### config.mk
export PLATFORM = sky130hd
export DESIGN_NAME = rdma_port_engine
export DESIGN_NICKNAME = d
export VERILOG_FILES = /design/src/rtl/rdma_pkg.sv /design/src/rtl/rdma_step.sv /design/src/rtl/rdma_regs.sv /design/src/rtl/rdma_window.sv /design/src/rtl/rdma_port_engine.sv
export SDC_FILE = /design/constraint.sdc
export NUM_CORES = 1
export LEC_CHECK = 0
export BUFFER_PORTS_ARGS = -buffer_cell sky130_fd_sc_hd__buf_2
export CORE_ASPECT_RATIO = 0.75
export CORE_MARGIN = 1
export CORE_UTILIZATION = 45
export CTS_BUF_LIST = sky130_fd_sc_hd__clkbuf_8
export DETAILED_ROUTE_END_ITERATION = 7
export PLACE_DENSITY = 0.8
export SKIP_CTS_REPAIR_TIMING = 1
export SKIP_LAST_GASP = 1
export SLEW_MARGIN = 20
export SYNTH_ARGS = -nofsm -noshare
export SYNTH_HDL_FRONTEND = slang
export SYNTH_SLANG_ARGS = --single-unit
### constraint.sdc
create_clock -name clk -period 5.5 [get_ports clk]
set_clock_uncertainty 0.2 [all_clocks]
set_input_delay 0.55 -clock clk [delete_from_list [all_inputs] [get_ports clk]]
set_output_delay 0.55 -clock clk [all_outputs]
set_load 0.01 [all_outputs]
### src/rtl/rdma_pkg.sv
package rdma_pkg;

   typedef enum logic [3:0] {
      SEL_ADDR_LO    = 4'd0,
      SEL_ADDR_HI    = 4'd1,
      SEL_CNT_LO     = 4'd2,
      SEL_CNT_HI     = 4'd3,
      SEL_CFG        = 4'd4,
      SEL_RING_START = 4'd5,
      SEL_RING_STOP  = 4'd6,
      SEL_CMD        = 4'd7,
      SEL_ACK        = 4'd8
   } rdma_sel_e;

   localparam int CFG_WORD_BIT = 0;
   localparam int CMD_RD_BIT   = 0;
   localparam int CMD_WR_BIT   = 1;

endpackage

### src/rtl/rdma_step.sv
module rdma_step #(
   parameter int ADDR_W = 16,
   parameter int CNT_W  = 16,
   localparam int PAGE_W = ADDR_W - 8
) (
   input  logic [ADDR_W-1:0] cur_addr,
   input  logic [CNT_W-1:0]  remaining,
   input  logic              word_mode,
   input  logic [PAGE_W-1:0] start_page,
   input  logic [PAGE_W-1:0] stop_page,
   output logic [ADDR_W-1:0] acc_addr,
   output logic [ADDR_W-1:0] next_addr,
   output logic [CNT_W-1:0]  next_cnt,
   output logic              completes
);

   logic [ADDR_W-1:0] stride_a;
   logic [CNT_W-1:0]  stride_c;
   logic [ADDR_W-1:0] sum;
   logic [ADDR_W-1:0] stop_a;
   logic [ADDR_W-1:0] start_a;

   assign stride_a  = word_mode ? ADDR_W'(2) : ADDR_W'(1);
   assign stride_c  = word_mode ? CNT_W'(2)  : CNT_W'(1);
   assign acc_addr  = word_mode ? {cur_addr[ADDR_W-1:1], 1'b0} : cur_addr;
   assign sum       = cur_addr + stride_a;
   assign stop_a    = {stop_page, 8'h00};
   assign start_a   = {start_page, 8'h00};
   assign next_addr = (sum == stop_a) ? start_a : sum;
   assign completes = (remaining <= stride_c);
   assign next_cnt  = completes ? '0 : remaining - stride_c;

endmodule

### src/rtl/rdma_regs.sv
module rdma_regs
   import rdma_pkg::*;
#(
   parameter int ADDR_W    = 16,
   parameter int CNT_W     = 16,
   parameter int RST_START = 'h40,
   parameter int RST_STOP  = 'hC0,
   localparam int PAGE_W   = ADDR_W - 8
) (
   input  logic              clk,
   input  logic              rst_n,
   input  logic              reg_we,
   input  rdma_sel_e         reg_sel,
   input  logic [7:0]        reg_wdata,
   input  logic              step_en,
   input  logic              completes,
   input  logic [ADDR_W-1:0] next_addr,
   input  logic [CNT_W-1:0]  next_cnt,
   output logic [ADDR_W-1:0] cur_addr,
   output logic [CNT_W-1:0]  remaining,
   output logic              word_mode,
   output logic [PAGE_W-1:0] start_page,
   output logic [PAGE_W-1:0] stop_page,
   output logic              xfer_done
);

   logic cmd_zero;
   logic ack;
   logic step_fin;

   assign cmd_zero = reg_we && (reg_sel == SEL_CMD) && (remaining == '0) &&
                     (reg_wdata[CMD_RD_BIT] || reg_wdata[CMD_WR_BIT]);
   assign ack      = reg_we && (reg_sel == SEL_ACK);
   assign step_fin = step_en && completes;

   always_ff @(posedge clk or negedge rst_n) begin
      if (!rst_n) begin
         cur_addr   <= '0;
         remaining  <= '0;
         word_mode  <= 1'b0;
         start_page <= PAGE_W'(RST_START);
         stop_page  <= PAGE_W'(RST_STOP);
         xfer_done  <= 1'b0;
      end else begin
         if (step_en) begin
            cur_addr  <= next_addr;
            remaining <= next_cnt;
         end else if (reg_we) begin
            case (reg_sel)
               SEL_ADDR_LO:    cur_addr[7:0]         <= reg_wdata;
               SEL_ADDR_HI:    cur_addr[ADDR_W-1:8]  <= reg_wdata[ADDR_W-9:0];
               SEL_CNT_LO:     remaining[7:0]        <= reg_wdata;
               SEL_CNT_HI:     remaining[CNT_W-1:8]  <= reg_wdata[CNT_W-9:0];
               SEL_CFG:        word_mode             <= reg_wdata[CFG_WORD_BIT];
               SEL_RING_START: start_page            <= reg_wdata[PAGE_W-1:0];
               SEL_RING_STOP:  stop_page             <= reg_wdata[PAGE_W-1:0];
               default: ;
            endcase
         end
         if (step_fin || cmd_zero) xfer_done <= 1'b1;
         else if (ack)             xfer_done <= 1'b0;
      end
   end

endmodule

### src/rtl/rdma_window.sv
module rdma_window #(
   parameter int ADDR_W        = 16,
   parameter int WIN_BASE      = 16384,
   parameter int WIN_BYTES     = 32768,
   parameter int ID_BYTES      = 32,
   parameter int MAC_BYTES     = 6,
   parameter int ID_FILL_FIRST = 14,
   parameter logic [7:0] ID_FILL = 8'h57,
   localparam int WIN_AW  = $clog2(WIN_BYTES) - 1,
   localparam int ID_HALF = ID_BYTES / 2,
   localparam int ID_AW   = $clog2(ID_BYTES)
) (
   input  logic [ADDR_W-1:0]      acc_addr,
   input  logic                   word_mode,
   input  logic                   wr_ok,
   input  logic [15:0]            port_wdata,
   input  logic [15:0]            mem_rdata,
   input  logic [MAC_BYTES*8-1:0] station_addr,
   output logic                   mem_we,
   output logic [1:0]             mem_be,
   output logic [WIN_AW-1:0]      mem_addr,
   output logic [15:0]            mem_wdata,
   output logic [15:0]            port_rdata
);

   logic [7:0] id_rom [ID_HALF];
   logic [7:0] id_byte;
   logic [7:0] lane_byte;
   logic       in_id;
   logic       in_win;
   logic [31:0] a32;

   for (genvar j = 0; j < ID_HALF; j++) begin : g_id
      if (j < MAC_BYTES) begin : g_mac
         assign id_rom[j] = station_addr[8*j +: 8];
      end else if (j >= ID_FILL_FIRST) begin : g_fill
         assign id_rom[j] = ID_FILL;
      end else begin : g_zero
         assign id_rom[j] = 8'h00;
      end
   end

   assign a32       = 32'(acc_addr);
   assign in_id     = a32 < 32'(ID_BYTES);
   assign in_win    = (a32 >= 32'(WIN_BASE)) && (a32 < 32'(WIN_BASE + WIN_BYTES));
   assign id_byte   = id_rom[acc_addr[ID_AW-1:1]];
   assign lane_byte = acc_addr[0] ? mem_rdata[15:8] : mem_rdata[7:0];

   assign mem_addr  = WIN_AW'((acc_addr - ADDR_W'(WIN_BASE)) >> 1);
   assign mem_we    = wr_ok && in_win;
   assign mem_be    = word_mode ? 2'b11 : (acc_addr[0] ? 2'b10 : 2'b01);
   assign mem_wdata = word_mode ? port_wdata : {port_wdata[7:0], port_wdata[7:0]};

   always_comb begin
      if (word_mode) begin
         if (in_win)     port_rdata = mem_rdata;
         else if (in_id) port_rdata = {id_byte, id_byte};
         else            port_rdata = 16'hFFFF;
      end else begin
         if (in_win)     port_rdata = {8'h00, lane_byte};
         else if (in_id) port_rdata = {8'h00, id_byte};
         else            port_rdata = 16'h00FF;
      end
   end

endmodule

### src/rtl/rdma_port_engine.sv
module rdma_port_engine
   import rdma_pkg::*;
#(
   parameter int ADDR_W        = 16,
   parameter int CNT_W         = 16,
   parameter int WIN_BASE      = 16384,
   parameter int WIN_BYTES     = 32768,
   parameter int ID_BYTES      = 32,
   parameter int MAC_BYTES     = 6,
   parameter int ID_FILL_FIRST = 14,
   parameter logic [7:0] ID_FILL = 8'h57,
   localparam int WIN_AW = $clog2(WIN_BYTES) - 1,
   localparam int PAGE_W = ADDR_W - 8
) (
   input  logic                   clk,
   input  logic                   rst_n,
   input  logic                   reg_we,
   input  logic [3:0]             reg_sel,
   input  logic [7:0]             reg_wdata,
   input  logic                   port_wr,
   input  logic                   port_rd,
   input  logic [15:0]            port_wdata,
   output logic [15:0]            port_rdata,
   input  logic [MAC_BYTES*8-1:0] station_addr,
   output logic                   mem_we,
   output logic [1:0]             mem_be,
   output logic [WIN_AW-1:0]      mem_addr,
   output logic [15:0]            mem_wdata,
   input  logic [15:0]            mem_rdata,
   output logic [ADDR_W-1:0]      cur_addr,
   output logic [CNT_W-1:0]       remaining,
   output logic                   xfer_done
);

   if (ADDR_W <= 8 || ADDR_W > 16) begin : g_bad_addr
      $error("ADDR_W must lie in 9..16");
   end
   if (CNT_W <= 8 || CNT_W > 16) begin : g_bad_cnt
      $error("CNT_W must lie in 9..16");
   end
   if (WIN_BYTES < 4 || (WIN_BYTES & (WIN_BYTES - 1)) != 0) begin : g_bad_win
      $error("WIN_BYTES must be a power of two of at least 4");
   end
   if (WIN_BASE % 256 != 0 || WIN_BASE < ID_BYTES ||
       WIN_BASE + WIN_BYTES > (1 << ADDR_W)) begin : g_bad_base
      $error("window must be page aligned, above the identity area and addressable");
   end
   if (ID_BYTES < 2 || (ID_BYTES & (ID_BYTES - 1)) != 0 ||
       2 * MAC_BYTES > ID_BYTES) begin : g_bad_id
      $error("identity area must be a power of two holding the station bytes twice");
   end

   localparam int RST_START = WIN_BASE / 256;
   localparam int RST_STOP  = ((WIN_BASE + WIN_BYTES) / 256) % (1 << PAGE_W);

   logic [ADDR_W-1:0] acc_addr;
   logic [ADDR_W-1:0] next_addr;
   logic [CNT_W-1:0]  next_cnt;
   logic              completes;
   logic              word_mode;
   logic [PAGE_W-1:0] start_page;
   logic [PAGE_W-1:0] stop_page;
   logic              wr_ok;
   logic              step_en;

   assign wr_ok   = port_wr && (remaining != '0);
   assign step_en = port_rd || wr_ok;

   rdma_regs #(
      .ADDR_W(ADDR_W), .CNT_W(CNT_W),
      .RST_START(RST_START), .RST_STOP(RST_STOP)
   ) u_regs (
      .clk(clk), .rst_n(rst_n),
      .reg_we(reg_we), .reg_sel(rdma_sel_e'(reg_sel)), .reg_wdata(reg_wdata),
      .step_en(step_en), .completes(completes),
      .next_addr(next_addr), .next_cnt(next_cnt),
      .cur_addr(cur_addr), .remaining(remaining), .word_mode(word_mode),
      .start_page(start_page), .stop_page(stop_page), .xfer_done(xfer_done)
   );

   rdma_step #(.ADDR_W(ADDR_W), .CNT_W(CNT_W)) u_step (
      .cur_addr(cur_addr), .remaining(remaining), .word_mode(word_mode),
      .start_page(start_page), .stop_page(stop_page),
      .acc_addr(acc_addr), .next_addr(next_addr), .next_cnt(next_cnt),
      .completes(completes)
   );

   rdma_window #(
      .ADDR_W(ADDR_W), .WIN_BASE(WIN_BASE), .WIN_BYTES(WIN_BYTES),
      .ID_BYTES(ID_BYTES), .MAC_BYTES(MAC_BYTES),
      .ID_FILL_FIRST(ID_FILL_FIRST), .ID_FILL(ID_FILL)
   ) u_win (
      .acc_addr(acc_addr), .word_mode(word_mode), .wr_ok(wr_ok),
      .port_wdata(port_wdata), .mem_rdata(mem_rdata), .station_addr(station_addr),
      .mem_we(mem_we), .mem_be(mem_be), .mem_addr(mem_addr),
      .mem_wdata(mem_wdata), .port_rdata(port_rdata)
   );

endmodule

==> results of run 1 <==
[kinds of logic (layout without fill, tap and decap cells)]
kind of cell | after synthesis | in the layout | share of synthesized area
compound gates | 106 | 106 | 0.164
xor+xnor | 17 | 17 | 0.0374
fa+ha+maj | 10 | 10 | 0.0322
buf+inv | 65 | 206 | 0.0791
flops | 50 | 50 | 0.288
mux | 62 | 62 | 0.173
simple gates | 184 | 184 | 0.225
[state kept, by name (all words and copies together), names as in the netlist]
register,flops
u_regs.cur_addr,16
u_regs.remaining,16
u_regs.start_page,8
u_regs.stop_page,8
u_regs.word_mode,1
u_regs.xfer_done,1
[stage by stage]
step | worst slack, ns | area [sq um] | std cells | power, W
6_report | 0.893 | 5260 | 763 | 0.00241
5_1_grt | 0.587 | 5260 | 763 | 0.00261
4_1_cts | 0.942 | 5260 | 763 | 0.00240
3_5_place_dp | 0.984 | 5160 | 755 | 0.00215
3_3_place_gp | 1.16 | 5160 | 755 | 0.00213
2_1_floorplan | 1.10 | 4350 | 494 | 0.00174
[report_power, final]
part / internal [W] / switching (W) / leakage, nW
clock network: 0.000104 / 0.000141 / 0.0478
registers: 0.000488 / 0.000248 / 0.604
logic: 0.000642 / 0.000790 / 1.80
[layout by cell type, fill, tap and decap left out, types with 7 or more instances in the layout]
cell and instances:
buf_2 178, dfrtp_1 47, nand2_1 42, nor2_1 35
nand3_1 33, o21ai_0 33, mux2i_1 28, mux2_2 26
a21oi_1 17, inv_1 15, nor3_1 13, xnor2_1 11
mux4_2 8, o311a_1 8, ha_1 8, nand4_1 7
nor2b_1 7, o311ai_0 7
[worst max-delay path, stage by stage, from the launching register on]
cell and delay, ns:
dfrtp_1 0.63, inv_1 0.39, ha_1 0.28, inv_1 0.07, fa_1 0.43, nand2b_1 0.30
or4b_1 0.59, a211oi_1 0.27, o311ai_1 0.14, or4_1 0.75, and3_1 0.29, nor3_1 0.17
[cell type report]
| class | count | area share |
|---|---|---|
| Tap cell | 128 | 0.0304 |
| Sequential cell | 50 | 0.238 |
| Multi-Input combinational cell | 379 | 0.525 |
| Clock inverter | 2 | 0.00309 |
| Inverter | 15 | 0.0107 |
| Clock buffer | 6 | 0.0157 |
| Timing Repair Buffer | 183 | 0.176 |
[path summary, 6_finish.rpt]
| kind | end | start |
|---|---|---|
| setup reg to reg | u_regs.cur_addr[12] | u_regs.word_mode |
| min in group clk | u_regs.xfer_done | u_regs.xfer_done |
| max in group asynchronous | u_regs.cur_addr[15] | rst_n |
| setup / recovery | u_regs.cur_addr[12] | u_regs.word_mode |
| hold reg to reg | u_regs.xfer_done | u_regs.xfer_done |
| hold / removal | u_regs.cur_addr[12] | rst_n |
[routing by layer]
| layer | track usage | vias to the layer above |
|---|---|---|
| li1 | - | 2098 |
| met1 | 0.381 | 2105 |
| met2 | 0.410 | 203 |
| met3 | 0.0529 | 29 |
| met4 | 0.0803 | 0 |
| met5 | 0 | - |
==> reports/metrics.yaml, run 1 <==
crit_type: "reg -> reg"
yosys-top-cells-area: "dfrtp_1 (27%), mux2_2 (6.7%), mux2i_1 (6.4%)"
final_hold_viol_count: 0
drtAntennaViolNets: 0
drt-vias-per-instance: 5.81
yosysMostFrequentCell: "dfrtp_1"
ys_async_sr_fraction: 1.00
overflow: 0
report.final.slew_viol_count: 0
worst_pin_slew_ns: 1.03
relSlewSlack: 0.305
netlist.area_leader.share: 0.270
start_util: 0.473
diodes: 0
gp_congestion: 0.883
wl_met2_mm: 6.12
cts_buffer_depth: 2
h-tree-depth: 2
synth-seq-cells: 50
core_sq_mm: 0.00920
die_y_um: 87.2
syn_area_per_cell_sq_um: 8.81
area_growth_pct: 21.0
grt_pass1_wl_mm: 21.0
fillers: 804
ys_seq_area_frac: 0.288
synth-edff-count: 0
wl_met1_mm: 6.16
cp-start-kind: "register"
antenna_found_initial: 0
arrival_ns: 4.65
num_vias: 4435
setup_violations: 0
fin_hold_ws_ns: 0.140
yosysWarnings: 0
ys_top_cells_by_count: "dfrtp_1 (47), nand2_1 (42), nor2_1 (36), nand3_1 (33), o21ai_0 (33)"
required_ns: 5.54
cts_inserted_buffers: 5
clk_pin_slew_ns: 0.10
leakage_nw: 2.45
drc: 0
cts_tree: "done"
rsz0062_at_grt: "false"
num_io_pins: 179
max_cap_violations: 0
hp-class: "in -> async"
reg2reg_depth: 11
syn-cell-area_sq_mm: 0.00435
regArea_sq_mm: 0.00125
powerDensity_mw_per_mm2: 458
grtUsageTotal: 0.268
final_util: 0.572
peakVddDrop_mv: 0.202
ff2ff_setup_slack_ns: 0.89
status: "finished, final reports clean"
cts_root_buffer: "clkbuf_8"
dieWidth_um: 116
synth_nets: 601
drt_iter0_drc: 254
cp-end-kind: "register"
multi_input_area_sq_mm: 0.00276
dp_hpwl_mm: 10.3
fmax_ghz: 0.217
synth.distinct_cells: 65
fp.dieArea_sq_mm: 0.0101
finalNetCount: 741
wire_per_inst_um: 17.9
ys.flop_type: "dfrtp_1"
met3WireLength_mm: 1.05
post-route-min-period_ns: 4.61
routed.top_layer: "met4"
setup_tns_ns: 0
wl_mm: 13.6
path_max_fanout: 19
grt_pass1_vias: 4069
drive_gt1_frac: 0.380
clkLatencyLatePin_ns: 0.32
synth_top_area_cell: "dfrtp_1"
rows: 30
clock_sinks: 50
drt_pre_antenna_iters: 7
grt_max_degree: 51
finalCritPeriodShare: 0.838
netlist_instances: 494
io_buffers: 178
Power figures use the tool's default switching activity.
==> run 2: changes to the inputs <==
--- a/config.mk
+++ b/config.mk
@@ -11,7 +11,7 @@
 export CORE_UTILIZATION = 45
 export CTS_BUF_LIST = sky130_fd_sc_hd__clkbuf_8
 export DETAILED_ROUTE_END_ITERATION = 7
-export PLACE_DENSITY = 0.8
+export PLACE_DENSITY = 0.83
 export SKIP_CTS_REPAIR_TIMING = 1
 export SKIP_LAST_GASP = 1
 export SLEW_MARGIN = 20
==> constraint.sdc (replaced) <==
create_clock -name clk -period 4.01 [get_ports clk]
set_clock_uncertainty 0.2 [all_clocks]
set_input_delay 0.401 -clock clk [delete_from_list [all_inputs] [get_ports clk]]
set_output_delay 0.401 -clock clk [all_outputs]
set_load 0.01 [all_outputs]
==> run 2 against run 1 <==
  * Non-clock buffer count rose by 10
  * Clock power grew 29%
  * Setup slack got worse by 0.54 ns
  * Largest cell class unchanged
  * Sequential share of layout area decreased by 0.32 points
  * Global-route usage increased by 0.46 points
  * Cell count grew 1.3%
  * Maximum frequency increased by 26%
  * Final area rose by 1.4%
  * Via count increased by 5.2%
  * Total power increased by 39%
  * Critical path depth unchanged
  * Register-to-register slack worse by 0.54 ns
==> reports/metrics.yaml, run 2 (synthesis gave the netlist of run 1 again) <==
drt_iter0_drc: 335  # +32%
grtUsageMet2: 0.423  # +0.0131
max_cap_violations: 0  # unchanged
cp-start-kind: "register"
start_util: 0.473  # unchanged
hp-class: "in -> async"
finalNetCount: 751  # +1.3%
drt_pre_antenna_iters: 5  # -2
overflow: 0  # unchanged
h-tree-depth: 2  # unchanged
status: "finished, final reports clean"
setup_violations: 0  # unchanged
critical_path_buf_inv_count: 2  # unchanged
final_hold_viol_count: 0  # unchanged
required_ns: 4.04  # -1.50 ns
cts_buffer_depth: 2  # unchanged
cts_tree: "done"
reg2reg_depth: 11  # unchanged
num_vias: 4666  # +5.2%
worst_pin_slew_ns: 0.660  # -0.375 ns
core_sq_mm: 0.00920  # unchanged
cpMaxStageDelayCell: "or4_4"
fp.dieArea_sq_mm: 0.0101  # unchanged
cts_root_buffer: "clkbuf_8"
drc: 0  # unchanged
grt_pass1_vias: 4177  # +2.7%
fmax_ghz: 0.274  # +26%
io_buffers: 178  # unchanged
wire_per_inst_um: 18.4  # +2.9%
diodes: 0  # unchanged
peakVddDrop_mv: 0.330  # +63%
drive_gt1_frac: 0.386  # +0.00652
postLayoutSetupSlackWorst_ns: 0.355  # -0.538 ns
grt_pass1_wl_mm: 21.3  # +1.6%
drt-vias-per-instance: 6.04  # +3.8%
die_y_um: 87.2  # unchanged
grt_max_degree: 51  # unchanged
antenna_found_initial: 0  # unchanged
met3_usage: 0.0598  # +0.00696
clk_pin_slew_ns: 0.10  # about the same
relSlewSlack: 0.559  # +0.254
area_growth_pct: 22.6
wl_mm: 14.2  # +4.3%
layout_commonest_cell: "buf_2"
leakage_nw: 2.51  # +2.2%
rows: 30  # unchanged
reg_top3: "u_regs.cur_addr: 16 flops, u_regs.remaining: 16 flops"
arrival_ns: 3.68  # -0.97 ns
ff2ff_setup_slack_ns: 0.36  # -0.54 ns
pre_cts_ws_ns: 0.185  # -0.799 ns
setup_tns_ns: 0  # unchanged
clock_sinks: 50  # unchanged
finalCritPeriodShare: 0.911  # +0.0738
path_max_fanout: 16  # -3
slowest_delay_ns: 0.61  # -0.14 ns
powerDensity_mw_per_mm2: 630  # +37%
grt_busiest_layer: "met2"
use_met1: 0.388  # +0.00623
cp_top_family: "simple AND/OR/NAND/NOR gates"
regToRegStartpoint: "u_regs.word_mode"
gp_congestion: 0.955  # +8.0%
fillers: 820  # +2.0%
cts_inserted_buffers: 5  # unchanged
clkLatencyLatePin_ns: 0.31  # about the same
drtAntennaViolNets: 0  # unchanged
num_io_pins: 179  # unchanged
crit_type: "reg -> reg"
grtUsageTotal: 0.272  # +0.00461
total_power_w: 0.00336  # +39%
post-route-min-period_ns: 3.65  # -0.952 ns
path_common_cell: "inv_1"
cp-end-kind: "register"
crit_chain: "inv_1, ha_1, inv_1, fa_1, nand2b_1, or4b_1, a211oi_1, o311ai_1, or4_4, and3_1, nor3_1"
report.final.slew_viol_count: 0  # unchanged
dieWidth_um: 116  # unchanged
rsz0062_at_grt: "false"
dp_hpwl_mm: 10.8  # +4.7%
final_cell_mix: "buf_2 (178), dfrtp_1 (47), nand2_1 (42)"
reg2reg_to: "u_regs.cur_addr[12]"
[run 2: final cells by class]
type / instances / area [sq um] / share of cell area
inverters: 15 / 56.3 / 0.0106
repair buffers: 193 / 1000 / 0.188
well taps: 128 / 160 / 0.0300
multi-input cells: 379 / 2760 / 0.518
clock inverters: 2 / 12.5 / 0.00235
flip-flops and latches: 50 / 1250 / 0.235
clock buffers: 6 / 82.6 / 0.0155
[run 2: where the power goes]
group	switching (W)	leakage (nW)	internal (W)
registers	0.000304	0.604	0.000671
logic	0.00116	1.85	0.000911
clock network	0.000176	0.0530	0.000141
total	0.00164	2.51	0.00172
[run 2: per-stage QoR]
step / cells / utilization / cell area, sq um / hold slack [ns]
2_1_floorplan: 494 / - / 4360 / -0.0946
3_3_place_gp: 765 / 0.569 / 5240 / 0.292
3_5_place_dp: 765 / 0.569 / 5240 / 0.299
4_1_cts: 773 / 0.580 / 5330 / 0.0288
5_1_grt: 773 / 0.580 / 5330 / 0.0392
6_report: 773 / 0.580 / 5330 / 0.00316
[run 2: worst reg2reg max path: stages, from the launching register on]
cell and delay [ns]:
dfrtp_1 0.39, inv_1 0.07, ha_1 0.18, inv_1 0.06, fa_1 0.42, nand2b_1 0.31
or4b_1 0.57, a211oi_1 0.24, o311ai_1 0.11, or4_4 0.61, and3_1 0.22, nor3_1 0.19
[run 2: worst max path at each step]
stage                             from                   to  slack, ns  depth (start not counted)
finish                u_regs.word_mode  u_regs.cur_addr[12]       0.36                         11
global route          u_regs.word_mode  u_regs.cur_addr[12]       0.13                         11
CTS                   u_regs.word_mode  u_regs.cur_addr[12]       0.15                         11
detailed placement    u_regs.word_mode  u_regs.cur_addr[12]       0.18                         11
global placement      u_regs.word_mode  u_regs.cur_addr[12]       0.33                         11
floorplan           u_regs.cur_addr[1]  u_regs.cur_addr[14]       0.05                         13
[run 2: metal layers]
layer | up-vias | part of all wire
met5 | - | 0
met4 | 0 | 0.0084
met3 | 21 | 0.098
met2 | 258 | 0.47
met1 | 2271 | 0.43
li1 | 2116 | -
